## src/rtl/zq_odt_seq.sv

```systemverilog
module zq_odt_seq #(
  parameter int CLK_HZ   = 50_000_000,
  parameter int TICK_HZ  = 1_000,
  parameter int IV_W     = 16,
  parameter int ZQCL_CYC = 512,
  parameter int ZQCS_CYC = 64,
  parameter int WR_LAT   = 5,
  parameter int BURST    = 4,
  parameter int ODT_LEAD = 2
) (
  input  logic            clk,
  input  logic            rst_n,
  input  logic            ddr3_mode,
  input  logic            init_done,
  input  logic [IV_W-1:0] zq_interval,
  input  logic            banks_idle,
  input  logic            zq_gnt,
  input  logic            wr_cmd,
  input  logic            odt_en,
  output logic            zq_req,
  output logic            zq_long,
  output logic            zq_fire,
  output logic            zq_busy,
  output logic            cal_ready,
  output logic            odt
);
  localparam int PRESC  = CLK_HZ / TICK_HZ;
  localparam int PW     = $clog2(PRESC + 1);
  localparam int DEF_IV = TICK_HZ / 10;
  localparam int CW     = $clog2(ZQCL_CYC + ZQCS_CYC + 1);
  localparam int ODT_LO = WR_LAT - ODT_LEAD;
  localparam int ODT_HI = WR_LAT + BURST - 1 + ODT_LEAD;

  typedef enum logic [2:0] {S_IDLE, S_LREQ, S_LBUSY, S_RUN, S_SREQ, S_SBUSY} st_t;
  st_t st;
  logic [CW-1:0]   bcnt;
  logic [PW-1:0]   pcnt;
  logic [IV_W-1:0] tcnt;
  logic [IV_W-1:0] iv;
  logic            due;
  logic [ODT_HI:1] wh;
  logic [ODT_HI:0] wv;

  assign iv        = (zq_interval == '0) ? IV_W'(DEF_IV) : zq_interval;
  assign due       = tcnt >= iv;
  assign zq_req    = ddr3_mode && (st == S_LREQ || st == S_SREQ);
  assign zq_long   = zq_req && st == S_LREQ;
  assign zq_fire   = zq_req && zq_gnt && banks_idle;
  assign zq_busy   = st == S_LBUSY || st == S_SBUSY;
  assign cal_ready = st == S_RUN || st == S_SREQ || st == S_SBUSY;

  always_ff @(posedge clk) begin
    if (!rst_n) begin
      st   <= S_IDLE;
      bcnt <= '0;
      pcnt <= '0;
      tcnt <= '0;
    end else begin
      if ((st == S_RUN || st == S_SBUSY) && !due) begin
        if (pcnt == PW'(PRESC - 1)) begin
          pcnt <= '0;
          tcnt <= tcnt + 1'b1;
        end else begin
          pcnt <= pcnt + 1'b1;
        end
      end
      case (st)
        S_IDLE: if (init_done) begin
          st   <= ddr3_mode ? S_LREQ : S_RUN;
          pcnt <= '0;
          tcnt <= '0;
        end
        S_LREQ: if (zq_fire) begin
          st   <= S_LBUSY;
          bcnt <= CW'(ZQCL_CYC - 1);
        end else if (!ddr3_mode) begin
          st <= S_RUN;
        end
        S_LBUSY: if (bcnt == '0) begin
          st   <= S_RUN;
          pcnt <= '0;
          tcnt <= '0;
        end else begin
          bcnt <= bcnt - 1'b1;
        end
        S_RUN: if (due) begin
          if (ddr3_mode) st <= S_SREQ;
          else begin
            pcnt <= '0;
            tcnt <= '0;
          end
        end
        S_SREQ: if (zq_fire) begin
          st   <= S_SBUSY;
          bcnt <= CW'(ZQCS_CYC - 1);
          pcnt <= '0;
          tcnt <= '0;
        end else if (!ddr3_mode) begin
          st <= S_RUN;
        end
        S_SBUSY: if (bcnt == '0) st <= S_RUN;
                 else bcnt <= bcnt - 1'b1;
        default: st <= S_IDLE;
      endcase
    end
  end

  always_ff @(posedge clk) begin
    if (!rst_n) wh <= '0;
    else        wh <= {wh[ODT_HI-1:1], wr_cmd};
  end

  assign wv  = {wh, wr_cmd};
  assign odt = odt_en && (|wv[ODT_HI:ODT_LO]);
endmodule


```

## config.mk

```make
export PLATFORM = sky130hd
export DESIGN_NAME = zq_odt_seq
export DESIGN_NICKNAME = d
export VERILOG_FILES = /design/src/rtl/zq_odt_seq.sv
export SDC_FILE = /design/constraint.sdc
export NUM_CORES = 1
export LEC_CHECK = 0
export BUFFER_PORTS_ARGS = -buffer_cell sky130_fd_sc_hd__buf_2
export CAP_MARGIN = 20
export CORE_MARGIN = 1
export CORE_UTILIZATION = 47
export DETAILED_ROUTE_END_ITERATION = 10
export PLACE_DENSITY = 0.7
export SETUP_SLACK_MARGIN = 0.15
export SLEW_MARGIN = 25
export SYNTH_ARGS = -nofsm -noshare
export SYNTH_HDL_FRONTEND = slang
export SYNTH_SLANG_ARGS = --single-unit
```

## constraint.sdc

```tcl
create_clock -name clk -period 6.9 [get_ports clk]
set_input_delay 0.69 -clock clk [delete_from_list [all_inputs] [get_ports clk]]
set_output_delay 0.69 -clock clk [all_outputs]
set_load 0.02 [all_outputs]
```

Yosys cells after proc, flatten, opt, wreduce, memory -nomap -nowiden
Index checks and enable logic that the tools add are counted.
{"block": "word_totals", "input_bits": 24, "out_inout_bits": 6, "wordCells": 72, "ff_bits": 55}
{"block": "classes", "addsub": 3, "reduce_logical": 20, "muxes": 30, "order_cmp": 1, "n_eq_ne": 13}
{"cell": "two-way mux 16 bit", "n": 15}
{"cell": "case mux 16 bit (4 select lines)", "n": 2}
{"cell": "adder 16 x 1 -> 16 bit (second input constant)", "n": 2}
{"cell": "two-way mux 10 bit", "n": 3}
{"cell": "case mux 10 bit (3 select lines)", "n": 1}
{"cell": "two-way mux 3 bit", "n": 7}
{"cell": "== test 16 bit (second input constant)", "n": 1}
{"cell": ">= comparator 16 bit", "n": 1}
{"cell": "logical NOT 16 bit", "n": 1}
{"cell": "case mux 3 bit (5 select lines)", "n": 1}
{"cell": "!= test 2 bit (second input constant)", "n": 6}
{"cell": "logical NOT 10 bit", "n": 1}
{"cell": "subtractor 10 x 1 -> 10 bit (second input constant)", "n": 1}
{"cell": "AND reduction 4 bit", "n": 2}
{"cell": "OR reduction 8 bit", "n": 1}
{"cell": "== test 3 x 2 -> 1 bit (second input constant)", "n": 2}
{"cell": "== test 3 bit (second input constant)", "n": 2}
{"cell": "logical AND 1 bit", "n": 6}
{"cell": "logical OR 1 bit", "n": 5}
{"cell": "== test 3 x 1 -> 1 bit (second input constant)", "n": 1}
{"cell": "logical NOT 3 bit", "n": 1}
{"cell": "nonzero test 3 bit", "n": 1}
{"cell": "two-way mux 2 bit", "n": 1}
{"cell": "!= test 2 x 1 -> 1 bit (second input constant)", "n": 1}
{"cell": "other kinds (2)", "n": 2}

Logic depth before layout (Yosys ltp)
{"block": "depth", "ltp_word": 9, "ltp_mapped": 12, "depth_no_buf": 10}

Least setup slack after synthesis
No wires, ideal clock.
{"block": "synth_path", "kind": "input to register", "start": "input port zq_interval[5]", "end": "register tcnt[5]", "stages": 10, "slack_ps": 3804, "setup_ps": 70, "path_buffers": 0, "arrival_time_ps": 3026, "required_time_ps": 6830, "cell_sequence": "nor4_1 -> and4_1 -> nor2_1 -> ha_1 -> a31oi_1 -> nor2b_1 -> o311ai_4 -> nand4b_2 -> or4_1 -> a21oi_1"}
{"block": "synth_between", "elab_chain_len": 9, "elab_cells_between_ends": 12, "classes_between": "order compare: 1; mux: 8; reduce/logical: 3"}
{"element": "start: declaration", "line_no": "15", "source": "input logic [IV_W-1:0] zq_interval,"}
{"element": "logical NOT 16 bit", "line_no": "44", "source": "assign iv = (zq_interval == '0) ? IV_W'(DEF_IV) : zq_interval;"}
{"element": "two-way mux 16 bit *", "line_no": "44"}
{"element": ">= comparator 16 bit *", "line_no": "45", "source": "assign due = tcnt >= iv;"}
{"element": "logical NOT 1 bit", "line_no": "59", "source": "if ((st == S_RUN || st == S_SBUSY) && !due) begin"}
{"element": "logical AND 1 bit", "line_no": "59"}
{"element": "two-way mux 16 bit", "line_no": "59"}
{"element": "two-way mux 16 bit", "line_no": "87", "source": "if (ddr3_mode) st <= S_SREQ;"}
{"element": "two-way mux 16 bit", "line_no": "86", "source": "S_RUN: if (due) begin"}
{"element": "case mux 16 bit (4 select lines) *", "line_no": "67", "source": "case (st)"}
{"element": "end signal: assignment", "line_no": "62", "source": "tcnt <= tcnt + 1'b1;"}
{"element": "end: declaration", "line_no": "38", "source": "logic [IV_W-1:0] tcnt;"}
Every way passes the cells marked *; elsewhere a longest branch is shown, timed or not.
A chain may end at the register's enable or synchronous reset.

Worst setup path after layout
{"block": "layout_path", "start": "input port zq_interval[13]", "end": "register pcnt[8]"}
{"block": "layout_between", "elab_chain_len": 9, "elab_cells_between_ends": 12, "classes_between": "order compare: 1; mux: 8; reduce/logical: 3"}
{"element": "logical NOT 16 bit", "line_no": "44"}
{"element": "two-way mux 16 bit *", "line_no": "44"}
{"element": ">= comparator 16 bit *", "line_no": "45"}
{"element": "logical NOT 1 bit", "line_no": "59"}
{"element": "logical AND 1 bit", "line_no": "59"}
{"element": "two-way mux 16 bit", "line_no": "59"}
{"element": "two-way mux 16 bit", "line_no": "87"}
{"element": "two-way mux 16 bit", "line_no": "86"}
{"element": "case mux 16 bit (4 select lines) *", "line_no": "67"}
{"element": "end signal: assignment", "line_no": "64", "source": "pcnt <= pcnt + 1'b1;"}
{"element": "end: declaration", "line_no": "37", "source": "logic [PW-1:0] pcnt;"}
Marks and branches as above.

==> reports/results.ini <==
[global_routing]
global_route_wire_length_before_repair_mm = 12.1
initial_antenna_violation_count = 0
grt-ovfl-total = 0
grt_start_max_net_pins = 27
grt_pass1_vias = 2649
track_usage = 0.206

[pwr]
clock_power_share = 0.202
leakage_nw = 1.30
sequential_share_of_power = 0.438
comb_power_share = 0.361
cellPowerDensity_nw_per_um2 = 262
peakVddDrop_mv = 0.164
total_switching_power_mw = 0.356
power.share.switching = 0.392
internal-power_mw = 0.551

[timing]
hold_viol = 0
fin_skew_ns = 0.0111
post-route-period-util = 0.499
finalSetupTns_ns = 0
max_slew_margin = 0.502
worst_pin_slew_ns = 0.747
clock.fmax_ghz = 0.290
timing.final.max_slew_violations = 0
rsz_0062_raised_after_global_routing = no
setup_viol_count_final = 0
min_period_ns = 3.44
worst_slack_ns = 3.46

[route]
totalWireLength_mm = 6.92
drtAntennaViolNets = 0
detail_route.iter0.violations = 252
first_pass_iters = 7
drc_errors = 2
number_of_vias_after_detailed_routing = 2886
via_per_inst = 5.91
route.detailed.wl_per_inst_um = 14.2

[synthesis]
post_synth.cell_area_avg_um2 = 8.19
ys.flop_type = sky130_fd_sc_hd__dfxtp_1
netlist-cell-type-count = 54
ys_seq_area_frac = 0.345
synthArstFlopShare = 0
postSynthRegisterBits = 55
synthesis.instances = 390
synthesis.yosys.warnings = 0
synth-edff-count = 0
postSynthNetCount = 433
synth_area_um2 = 3200

[placement]
dp.final_hpwl_mm = 5.07
finalWeightedCongestion = 0.822
placed_cell_area_um2 = 3370
place_worst_setup_slack_ns = 3.16
port_buffers = 29

[clocking]
number_of_hold_buffers_added_after_cts = 0
tritoncts_num_sinks = 55
post_cts_resize_count = 0
cts-root-to-sink-buffers = 2
cts_tree = yes
cts_root_buf = sky130_fd_sc_hd__clkbuf_8
post-cts-setup-buffer-count = 0
tritoncts.num_buffers = 5
clk_pin_slew_ns = 0.11
h-tree-depth = 2
clock_insertion_delay_worst_skew_ns = 0.31

[layout]
area.growth.synth_to_final_pct = 8.22
drive_above_1_share = 0.119
design_area_um2 = 3460
num-fill-cells = 634
multiInputGateArea_um2 = 1940
regArea_um2 = 1100
nets = 453
insertedDiodeCount = 0

[flow_run]
cap_viol_max_count = 0

[die]
die-area_um2 = 7130
start_util = 0.495
floorplan.die.height_um = 84.5
chipWidth_um = 84.5
rows = 29
design.portCount = 30
design.core.area_um2 = 6460

[critical_path]
cp.required_ns = 7.13
worstPathMaxFanout = 21
worstPathArrival_ns = 3.67
startpoint_class_of_the_critical_path = input pin
type_of_the_setup_path_with_the_least_slack = input pin to register
rr_worst_depth = 7
worst-r2r-setup-slack_ns = 4.08
end_kind = register

[outcome]
violations = DRC
outcome = finished with violations

[hold_path]
timing.hold.worst_path_depth = 1
hold_path_class = register to register

-- layout make-up --
cell class	instances	area share
Multi-Input combinational cell	297	0.562
Sequential cell	55	0.318
Timing Repair Buffer	29	0.0420
Tap cell	77	0.0279
Inverter	22	0.0239
Clock buffer	5	0.0199
Clock inverter	3	0.00651
-- worst max-delay path, stage by stage --
cell                       delay [ns]
sky130_fd_sc_hd__buf_2           0.11
sky130_fd_sc_hd__nor4_1          0.35
sky130_fd_sc_hd__and4_1          0.29
sky130_fd_sc_hd__nor2_1          0.05
sky130_fd_sc_hd__ha_1            0.28
sky130_fd_sc_hd__a31oi_1         0.18
sky130_fd_sc_hd__nor2b_1         0.09
sky130_fd_sc_hd__o311ai_4        0.47
sky130_fd_sc_hd__nand3_2         0.42
sky130_fd_sc_hd__or4_1           0.57
sky130_fd_sc_hd__a21oi_1         0.17
-- final timing paths --
kind / start / to
setup / recovery: zq_interval[13] / pcnt[8]
hold reg to reg: wh[2] / wh[3]
hold / removal: wh[2] / wh[3]
setup reg to reg: tcnt[15] / tcnt[1]
-- power groups by stage --
stage | logic, mW | registers (mW) | clock network, mW
floorplan | 0.288 | 0.381 | 0
CTS | 0.325 | 0.396 | 0.186
global route | 0.372 | 0.404 | 0.200
global placement | 0.318 | 0.402 | 0
detailed placement | 0.324 | 0.403 | 0
finish | 0.327 | 0.397 | 0.183
-- metrics by stage --
stage,util,hold slack (ns),power [mW],instances
final,0.535,0.444,0.907,488
after global routing,0.535,0.484,0.976,488
after CTS,0.535,0.447,0.908,488
after detailed placement,0.521,0.419,0.727,480
after global placement,0.521,0.418,0.720,480
after floorplan,-,0.412,0.669,390
-- registers in the layout, indices dropped and copies added (netlist names) --
signal / count
bcnt: 10
st: 3
pcnt: 16
tcnt: 16
wh: 10
-- metal layers --
| metal | vias up | GRT usage | share of wire | wire, um |
|---|---|---|---|---|
| met5 | - | 0 | 0 | 0 |
| met4 | 0 | 0.0647 | 0.019 | 128 |
| met1 | 1349 | 0.271 | 0.48 | 3340 |
| met3 | 13 | 0.0324 | 0.035 | 243 |
| li1 | 1470 | - | - | - |
| met2 | 54 | 0.347 | 0.46 | 3210 |
-- cells in the final DEF, fill, tap and decap left out, types with 7 or more instances in the layout --
cell / netlist / routed
sky130_fd_sc_hd__o31ai_1: 11 / 11
sky130_fd_sc_hd__or3_1: 14 / 14
sky130_fd_sc_hd__xor2_1: 7 / 7
sky130_fd_sc_hd__buf_2: 5 / 29
sky130_fd_sc_hd__nor4_1: 7 / 7
sky130_fd_sc_hd__a21oi_1: 39 / 39
sky130_fd_sc_hd__dfxtp_1: 55 / 55
sky130_fd_sc_hd__and2_1: 11 / 11
sky130_fd_sc_hd__nand3_1: 13 / 13
sky130_fd_sc_hd__nand2_1: 36 / 36
sky130_fd_sc_hd__nand4_1: 11 / 11
sky130_fd_sc_hd__o21ai_0: 24 / 24
sky130_fd_sc_hd__nor2_1: 21 / 21
sky130_fd_sc_hd__ha_1: 19 / 19
sky130_fd_sc_hd__or4_1: 11 / 11
sky130_fd_sc_hd__a21boi_0: 7 / 7
sky130_fd_sc_hd__and3_1: 9 / 9
sky130_fd_sc_hd__inv_1: 21 / 21
-- cells in the mapped netlist, types with 2 or more instances --
master / number / share of area
sky130_fd_sc_hd__a21boi_0: 7 / 0.016
sky130_fd_sc_hd__a21oi_1: 39 / 0.061
sky130_fd_sc_hd__a22oi_1: 2 / 0.0047
sky130_fd_sc_hd__a31oi_1: 3 / 0.0059
sky130_fd_sc_hd__and2_1: 11 / 0.022
sky130_fd_sc_hd__and3_1: 9 / 0.018
sky130_fd_sc_hd__and4_1: 3 / 0.0082
sky130_fd_sc_hd__buf_2: 5 / 0.0078
sky130_fd_sc_hd__clkbuf_1: 9 / 0.011
sky130_fd_sc_hd__dfxtp_1: 55 / 0.34
sky130_fd_sc_hd__ha_1: 19 / 0.074
sky130_fd_sc_hd__inv_1: 21 / 0.025
sky130_fd_sc_hd__mux2i_1: 3 / 0.0094
sky130_fd_sc_hd__nand2_1: 36 / 0.042
sky130_fd_sc_hd__nand2b_1: 3 / 0.0059
sky130_fd_sc_hd__nand3_1: 13 / 0.020
sky130_fd_sc_hd__nand3_2: 3 / 0.0094
sky130_fd_sc_hd__nand3b_1: 2 / 0.0047
sky130_fd_sc_hd__nand4_1: 11 / 0.022
sky130_fd_sc_hd__nand4b_1: 2 / 0.0055
sky130_fd_sc_hd__nor2_1: 21 / 0.025
sky130_fd_sc_hd__nor2b_1: 5 / 0.0098
sky130_fd_sc_hd__nor3_1: 2 / 0.0031
sky130_fd_sc_hd__nor3b_1: 2 / 0.0047
sky130_fd_sc_hd__nor4_1: 7 / 0.014
sky130_fd_sc_hd__nor4bb_1: 2 / 0.0063
sky130_fd_sc_hd__o211a_1: 2 / 0.0063
sky130_fd_sc_hd__o21ai_0: 24 / 0.038
sky130_fd_sc_hd__o311a_1: 2 / 0.0063
sky130_fd_sc_hd__o31ai_1: 11 / 0.026
sky130_fd_sc_hd__or3_1: 14 / 0.027
sky130_fd_sc_hd__or4_1: 11 / 0.026
sky130_fd_sc_hd__or4b_1: 2 / 0.0063
sky130_fd_sc_hd__xnor2_1: 3 / 0.0082
sky130_fd_sc_hd__xor2_1: 7 / 0.019
-- cells by family after synthesis --
group	synth area share
mux	0.00940
simple gates	0.298
compound gates	0.193
flops	0.345
xor+xnor	0.0325
buf+inv	0.0478
fa+ha+maj	0.0744
Power figures use the tool's default switching activity.
